$ cat src/rtl/can_mode_pkg.sv
package can_mode_pkg;

   localparam int unsigned RUN_LEN_DEF     = 11;
   localparam int unsigned BUSOFF_RUNS_DEF = 128;
   localparam int unsigned WAKE_SMP_DEF    = 1;

   // bus is idle when nothing is queued for transmit and no frame is arriving
   function automatic logic bus_idle(input logic tx_empty, input logic rx_active);
      return tx_empty & ~rx_active;
   endfunction

endpackage

$ cat src/rtl/cmr_request_regs.sv
module cmr_request_regs (
   input  logic clk,
   input  logic rst_n,
   input  logic cpu_wr,
   input  logic wd_sleep,
   input  logic wd_init,
   input  logic sleep_ack,
   input  logic init_ack,
   input  logic wake_hit,
   input  logic wake_clr,
   output logic sleep_req,
   output logic init_req,
   output logic wake_flag
);

   logic init_n, sleep_n, wflag_n;

   always_comb begin
      init_n  = init_req;
      sleep_n = sleep_req;
      if (cpu_wr) begin
         // a pending (unacknowledged) request survives a clearing write
         init_n = wd_init | (init_req & ~init_ack);
         if (wd_sleep)
            sleep_n = sleep_req | ~wake_flag;
         else
            sleep_n = sleep_req & ~sleep_ack;
      end
      if (wake_hit) sleep_n = 1'b0;
      if (init_n)   sleep_n = 1'b0;   // init has priority over sleep
      wflag_n = wake_hit | (wake_flag & ~wake_clr);
   end

   always_ff @(posedge clk or negedge rst_n) begin
      if (!rst_n) begin
         init_req  <= 1'b1;
         sleep_req <= 1'b0;
         wake_flag <= 1'b0;
      end else begin
         init_req  <= init_n;
         sleep_req <= sleep_n;
         wake_flag <= wflag_n;
      end
   end

   assert_init_hold_R3: assert property (@(posedge clk) disable iff (!rst_n)
      (init_req && !init_ack) |=> init_req);

   assert_sleep_hold_R6: assert property (@(posedge clk) disable iff (!rst_n)
      (sleep_req && !sleep_ack) |=> (sleep_req || init_req));

   assert_flag_blocks_sleep_R7: assert property (@(posedge clk) disable iff (!rst_n)
      (wake_flag && !sleep_req) |=> !sleep_req);

   assert_wake_effect_R8: assert property (@(posedge clk) disable iff (!rst_n)
      wake_hit |=> (!sleep_req && wake_flag));

endmodule

$ cat src/rtl/cmr_ack_stage.sv
module cmr_ack_stage
   import can_mode_pkg::*;
(
   input  logic clk,
   input  logic rst_n,
   input  logic sleep_req,
   input  logic init_req,
   input  logic tx_empty,
   input  logic rx_busy,
   output logic sleep_ack,
   output logic init_ack
);

   logic idle;
   assign idle = bus_idle(tx_empty, rx_busy);

   always_ff @(posedge clk or negedge rst_n) begin
      if (!rst_n) begin
         init_ack  <= 1'b1;
         sleep_ack <= 1'b0;
      end else begin
         init_ack  <= init_req;
         sleep_ack <= sleep_req & ~init_req & (sleep_ack | idle);
      end
   end

   assert_sleep_needs_idle_R5: assert property (@(posedge clk) disable iff (!rst_n)
      (!sleep_ack && !(tx_empty && !rx_busy)) |=> !sleep_ack);

   assert_ack_exclusive_R12: assert property (@(posedge clk) disable iff (!rst_n)
      !(sleep_ack && init_ack));

   assert_init_ack_drop_R3: assert property (@(posedge clk) disable iff (!rst_n)
      !init_req |=> !init_ack);

endmodule

$ cat src/rtl/cmr_wake_detect.sv
module cmr_wake_detect #(
   parameter int unsigned WAKE_SAMPLES = 1
) (
   input  logic clk,
   input  logic rst_n,
   input  logic armed,
   input  logic sample_valid,
   input  logic rx_bit,
   output logic wake_hit
);

   generate
      if (WAKE_SAMPLES < 1) begin : g_bad
         $error("WAKE_SAMPLES must be at least 1");
      end

      if (WAKE_SAMPLES == 1) begin : g_direct
         assign wake_hit = armed & sample_valid & ~rx_bit;
      end else begin : g_filtered
         localparam int unsigned CW = $clog2(WAKE_SAMPLES);
         logic [CW-1:0] dom_cnt;
         logic          dom_smp;
         assign dom_smp  = sample_valid & ~rx_bit;
         assign wake_hit = armed & dom_smp & (dom_cnt == CW'(WAKE_SAMPLES - 1));
         always_ff @(posedge clk or negedge rst_n) begin
            if (!rst_n)
               dom_cnt <= '0;
            else if (!armed || wake_hit || (sample_valid && rx_bit))
               dom_cnt <= '0;
            else if (dom_smp)
               dom_cnt <= dom_cnt + CW'(1);
         end
      end
   endgenerate

   assert_wake_only_armed_R8: assert property (@(posedge clk) disable iff (!rst_n)
      !armed |-> !wake_hit);

endmodule

$ cat src/rtl/cmr_sync_counter.sv
module cmr_sync_counter #(
   parameter int unsigned RUN_LEN     = 11,
   parameter int unsigned BUSOFF_RUNS = 128
) (
   input  logic clk,
   input  logic rst_n,
   input  logic hold,
   input  logic sample_valid,
   input  logic rx_bit,
   input  logic bus_off,
   output logic synced
);

   localparam int unsigned RUN_W = (RUN_LEN > 1) ? $clog2(RUN_LEN) : 1;
   localparam int unsigned OCC_W = $clog2(BUSOFF_RUNS + 1);

   generate
      if (RUN_LEN < 2) begin : g_bad_run
         $error("RUN_LEN must be at least 2");
      end
      if (BUSOFF_RUNS < 1) begin : g_bad_occ
         $error("BUSOFF_RUNS must be at least 1");
      end
   endgenerate

   logic [RUN_W-1:0] run_cnt;
   logic [OCC_W-1:0] occ_cnt, occ_inc, occ_need;

   assign occ_inc  = occ_cnt + OCC_W'(1);
   assign occ_need = bus_off ? OCC_W'(BUSOFF_RUNS) : OCC_W'(1);

   always_ff @(posedge clk or negedge rst_n) begin
      if (!rst_n) begin
         run_cnt <= '0;
         occ_cnt <= '0;
         synced  <= 1'b0;
      end else if (hold) begin
         run_cnt <= '0;
         occ_cnt <= '0;
         synced  <= 1'b0;
      end else if (!synced && sample_valid) begin
         if (!rx_bit) begin
            run_cnt <= '0;
         end else if (run_cnt == RUN_W'(RUN_LEN - 1)) begin
            run_cnt <= '0;
            occ_cnt <= occ_inc;
            if (occ_inc >= occ_need) synced <= 1'b1;
         end else begin
            run_cnt <= run_cnt + RUN_W'(1);
         end
      end
   end

   assert_init_drops_sync_R2: assert property (@(posedge clk) disable iff (!rst_n)
      hold |=> !synced);

   assert_sync_on_recessive_R10: assert property (@(posedge clk) disable iff (!rst_n)
      $rose(synced) |-> $past(sample_valid && rx_bit));

endmodule

$ cat src/rtl/can_mode_ctrl.sv
module can_mode_ctrl
   import can_mode_pkg::*;
#(
   parameter int unsigned RUN_LEN      = RUN_LEN_DEF,
   parameter int unsigned BUSOFF_RUNS  = BUSOFF_RUNS_DEF,
   parameter int unsigned WAKE_SAMPLES = WAKE_SMP_DEF
) (
   input  logic clk,
   input  logic rst_n,
   input  logic cpu_wr,
   input  logic cpu_sleep_wd,
   input  logic cpu_init_wd,
   input  logic wakeup_flag_clr,
   input  logic rx_bit,
   input  logic rx_valid,
   input  logic tx_bufs_empty,
   input  logic rx_busy,
   input  logic bus_off,
   input  logic wake_en,
   output logic sleep_req,
   output logic init_req,
   output logic sleep_ack,
   output logic init_ack,
   output logic cfg_wr_ok,
   output logic tx_force_rec,
   output logic wakeup_flag,
   output logic bus_synced
);

   logic wake_hit;

   cmr_request_regs u_req (
      .clk       (clk),
      .rst_n     (rst_n),
      .cpu_wr    (cpu_wr),
      .wd_sleep  (cpu_sleep_wd),
      .wd_init   (cpu_init_wd),
      .sleep_ack (sleep_ack),
      .init_ack  (init_ack),
      .wake_hit  (wake_hit),
      .wake_clr  (wakeup_flag_clr),
      .sleep_req (sleep_req),
      .init_req  (init_req),
      .wake_flag (wakeup_flag)
   );

   cmr_ack_stage u_ack (
      .clk       (clk),
      .rst_n     (rst_n),
      .sleep_req (sleep_req),
      .init_req  (init_req),
      .tx_empty  (tx_bufs_empty),
      .rx_busy   (rx_busy),
      .sleep_ack (sleep_ack),
      .init_ack  (init_ack)
   );

   cmr_wake_detect #(.WAKE_SAMPLES(WAKE_SAMPLES)) u_wake (
      .clk          (clk),
      .rst_n        (rst_n),
      .armed        (sleep_ack & wake_en),
      .sample_valid (rx_valid),
      .rx_bit       (rx_bit),
      .wake_hit     (wake_hit)
   );

   cmr_sync_counter #(.RUN_LEN(RUN_LEN), .BUSOFF_RUNS(BUSOFF_RUNS)) u_sync (
      .clk          (clk),
      .rst_n        (rst_n),
      .hold         (init_req),
      .sample_valid (rx_valid),
      .rx_bit       (rx_bit),
      .bus_off      (bus_off),
      .synced       (bus_synced)
   );

   assign cfg_wr_ok    = init_req & init_ack;
   assign tx_force_rec = init_req | init_ack;

   assert_cfg_closed_R4: assert property (@(posedge clk) disable iff (!rst_n)
      !init_req |=> !cfg_wr_ok);

endmodule

$ cat config.mk
export PLATFORM = sky130hd
export DESIGN_NAME = can_mode_ctrl
export DESIGN_NICKNAME = d
export VERILOG_FILES = /design/src/rtl/can_mode_pkg.sv /design/src/rtl/cmr_request_regs.sv /design/src/rtl/cmr_ack_stage.sv /design/src/rtl/cmr_wake_detect.sv /design/src/rtl/cmr_sync_counter.sv /design/src/rtl/can_mode_ctrl.sv
export SDC_FILE = /design/constraint.sdc
export NUM_CORES = 1
export LEC_CHECK = 0
export ABC_AREA = 1
export ABC_CLOCK_PERIOD_IN_PS = 2400
export BUFFER_PORTS_ARGS = -buffer_cell sky130_fd_sc_hd__buf_2
export CORE_UTILIZATION = 54
export DETAILED_ROUTE_END_ITERATION = 12
export PLACE_DENSITY = 0.78
export SYNTH_ARGS = -nofsm -noshare
export SYNTH_HDL_FRONTEND = slang
export SYNTH_HIERARCHICAL = 1
export SYNTH_SLANG_ARGS = --single-unit
export TNS_END_PERCENT = 30
$ cat constraint.sdc
create_clock -name clk -period 2.4 [get_ports clk]
set_clock_uncertainty 0.1 [all_clocks]
set_input_delay 0.6 -clock clk [delete_from_list [all_inputs] [get_ports clk]]
set_output_delay 0.6 -clock clk [all_outputs]
set_load 0.05 [all_outputs]
* After elaboration in Yosys (flattened, before gate mapping) *
Cells that the tools add are included.

word-level totals
  bits in read-only memories = 0
  RAM bits = 0
  memories kept = 0
  input port bits = 12
  output and inout bits = 8
  latch bits = 0
  register bits = 18

operators by class
  muxes and demuxes = 19
  bitwise gates (word level) = 22
  magnitude comparators = 1
  $add $sub $neg = 2
  shift-type cells = 0
  reduce and logical (&&, ||, !) cells = 9
  equality and inequality tests = 1
  divide/modulo/power cells = 0
  multiply operators = 0

operators with widths
  kind                   count
  $mux W8                5
  $mux W4                4
  $and A1 B1 Y1          10
  $mux W1                10
  $add A8 B1 Y8 const B  1
  $ge A8 B8 Y1           1
  $reduce_bool A2 Y1     4
  $not A1 Y1             7
  $or A1 B1 Y1           5
  $add A4 B1 Y4 const B  1
  $eq A4 B4 Y1 const B   1
  $reduce_and A4 Y1      1
  $reduce_and A3 Y1      1
  $reduce_bool A3 Y1     1
  $logic_and A1 B1 Y1    1
  $logic_not A1 Y1       1

* Logic depth before layout (Yosys ltp) *
  depth in word-level cells = 7
  gate-level depth with buffers = 12

* Modules after synthesis *
The synthesis kept the hierarchy.

modules (own cells, without submodules)
  module            area an instance (um2)  seq. area each (um2)  instances  cells an instance
  cmr_sync_counter  829.5                   325.3                 1          104
  cmr_request_regs  147.6                   76.3                  1          20
  cmr_ack_stage     78.8                    51.3                  1          8
  can_mode_ctrl     26.3                    0.0                   1          7
  cmr_wake_detect   10.0                    0.0                   1          2

* Worst setup path before layout *
Ideal clock, no wire load.

  kind = reg2out
  start point = reg u_req.init_req
  end point = out tx_force_rec
  arrival = 1175 ps
  cell stages (with the launch flop) = 3
  required time = 1700 ps
  path buffers = 0
  setup slack = 525 ps
  path through = dfstp_2 > inv_1 > nand2_1

between the ends
  cells in the longest elaborated chain, start to end = 1

RTL lines
  what                    line                    source
  from (decl)             cmr_request_regs.sv:12  output logic init_req,
  from (signal assigned)  cmr_request_regs.sv:40  init_req <= init_n;
  $or A1 B1 Y1            can_mode_ctrl.sv:78     assign tx_force_rec = init_req | init_ack;
  to (decl)               can_mode_ctrl.sv:25     output logic tx_force_rec,

No other way between the ends.

* Final worst setup path *
  start point = reg u_req.init_req
  end point = out cfg_wr_ok

between the ends
  cells in the longest elaborated chain, start to end = 1

RTL lines
  what           line                 source
  $and A1 B1 Y1  can_mode_ctrl.sv:77  assign cfg_wr_ok = init_req & init_ack;
  to (decl)      can_mode_ctrl.sv:24  output logic cfg_wr_ok,

No other way between the ends.

==> impl_metrics.toml <==
[floorplan]
die_w_um = 47.0
start_util_pct = 60.6
dieArea_um2 = 2210
core_region_area_um2 = 1800
core.rowCount = 15
fp.dieH_um = 47.0
boundaryPins = 20

[setup_path]
path_max_fanout = 9
critPathCaptureType = "primary output"
worstPathArrival_ns = 1.32
crit_type = "register to primary output"
critPathRequiredTime_ns = 1.70
cp-start-kind = "register"

[yosys]
synth_cell_type_count = 26
synth_ff_type = "dfrtp_1"
synthTopCellsByCount = "nand2_1, inv_1, dfrtp_1"
synth.top_cells.by_area = "dfrtp_1, nand2_1, inv_1"
synthAdderAreaFrac_pct = 5.73
synth_warnings = 6
synth_top_cell_by_area = "dfrtp_1"
async_flop_share_pct = 100
yosysMostFrequentCell = "nand2_1"
avgSynthCellArea_um2 = 7.75
synth_xor_xnor_area_share_pct = 3.21
synth_edf_count = 0
synthSimpleGateAreaFrac_pct = 26.7
synth_seq_cells = 18
netlist_area_um2 = 1090
synthMuxAreaShare_pct = 0.916
synth_top_area_share_pct = 36.7
synth_fp_nets = 158
synth_cells = 141
seq_area_frac_synth_pct = 41.5
synth_compound_area_share_pct = 11.3
synth_top_family_by_area = "simple AND/OR/NAND/NOR gates"

[clock_network]
cts_setup_buffers = 0
clock_latency_ns = 0.29
root_buffer = "clkbuf_4"
cts_hold_buf = 0
clkTransAtPathRegs_ns = 0.10
cts_tree = "done"
h-tree-depth = 1
cts_resized = 0
cts_buffers = 3
clock_path_buffers = 2
clock-sinks = 18

[global_route]
grt-ovfl-total = 0
grt.total_usage_pct = 22.0
antenna_found_initial = 0
grt_pass1_wl_um = 3380
grt_max_degree = 19
grt_pass1_vias = 830

[detailed_routing]
drc_errors = 0
drt-wirelength-per-cell_um = 11.1
drt_iter0_drc = 36
ant_nets = 0
totalWireLength_um = 2090
vias = 930
vias_per_cell = 4.92
drt_first_pass_iters = 4

[sta]
fin_ws_ns = 0.377
fin_setup_tns_ns = 0
hold_viol = 0
rsz0062_at_grt = "false"
holdWs_ns = 0.120
finalCriticalPeriod_ns = 2.02
post-route-period-util_pct = 84.3
slew_headroom_pct = 73.3
drv_slew = 0
tightestPinTransition_ns = 0.400
fmax_ghz = 0.494
setup_viol = 0

[final_layout]
utilization_pct = 69.7
syn2layout_area_growth_pct = 14.9
diodes = 0
final_layout_size_suffix_gt1_share_pct = 22.6
fin_nets = 182

[run]
drv_cap = 0

[placement]
io_buffers = 19
dpl_worst_slack_ns = 0.497
hpwl_um = 1620
gp_congestion = 0.897

[power_and_ir_drop]
vdd_drop_max_mv = 0.408
leakage_nw = 0.700
p_per_area_nw_per_um2 = 674
fin_total_pwr_uw = 846

[status]
status = "complete, no violations"

[min_path]
hp-class = "input port to asynchronous set/reset pin"
critical path, cell delays in order, from the launching register on:
cell and delay, ns:
dfstp_2 0.65, nand2_1 0.08, inv_1 0.05, buf_2 0.25
worst paths after layout:
check / start / endpoint / slack [ns] / cells after the start
worst min register to register: u_req/init_req$_DFF_PN1_ / u_ack/init_ack$_DFF_PN1_ / 0.35 / 0
min in group clk: u_req/init_req$_DFF_PN1_ / u_ack/init_ack$_DFF_PN1_ / 0.35 / 0
worst max register to register: u_sync/occ_cnt[2]$_DFFE_PN0P_ / u_sync/synced$_DFFE_PN0P_ / 0.47 / 11
worst min-delay path: rst_n / u_sync/run_cnt[0]$_DFFE_PN0N_ / 0.12 / 1
worst max-delay path: u_req/init_req$_DFF_PN1_ / cfg_wr_ok / 0.38 / 3
max in group asynchronous: rst_n / u_req/init_req$_DFF_PN1_ / 1.76 / 1
flip-flops by register name (all words and copies together) (netlist names):
signal,cells
u_sync/occ_cnt,8
u_ack/sleep_ack,1
u_sync/synced,1
u_req/wake_flag,1
u_ack/init_ack,1
u_req/init_req,1
u_req/sleep_req,1
u_sync/run_cnt,4
report_power, final:
part	internal, mW	total, mW	switching (mW)
clock network	0.0923	0.185	0.0925
registers	0.345	0.393	0.0484
logic	0.0876	0.269	0.181
total	0.524	0.846	0.322
layout by cell type (no fill, tap or decap), drive strengths merged:
cell,count
a21oi,3
and3,1
buf,19
clkbuf,4
dfrtp,16
dfstp,2
ha,5
inv,31
mux2i,1
nand2,40
nand3,8
nand3b,1
nand4,1
nor2,10
nor3,2
o21a,1
o21ai,9
o21bai,3
o22ai,3
xor2,4
logic make-up (layout without fill, tap and decap cells):
family,count (synthesis),in the layout
XOR/XNOR,4,4
multiplexers,1,1
AO/OA/AOI/OAI,19,19
AND/OR/NAND/NOR,63,63
flip-flops,18,18
buffers and inverters,31,54
adder cells (fa/ha/maj),5,5
routing by layer:
metal  wire length (um)  vias up  global-route usage (%)
li1                   -      479                       -
met1                976      416                    29.3
met2               1000       31                    36.7
met3                 94        4                    3.46
met4                 23        0                    6.86
met5                  0        -                       0
through the flow:
step                instances  cell area (um2)
floorplan                 141             1090
detailed placement        185             1220
global placement          185             1220
CTS                       189             1250
finish                    189             1250
global route              189             1250
area by class of cell:
class	instances	area, um2
fillers	163	547
flip-flops and latches	18	453
multi-input cells	92	523
repair buffers	19	95.1
clock buffers	4	36.3
inverters	31	116
well taps	25	31.3
(Power assumes the default switching activity.)
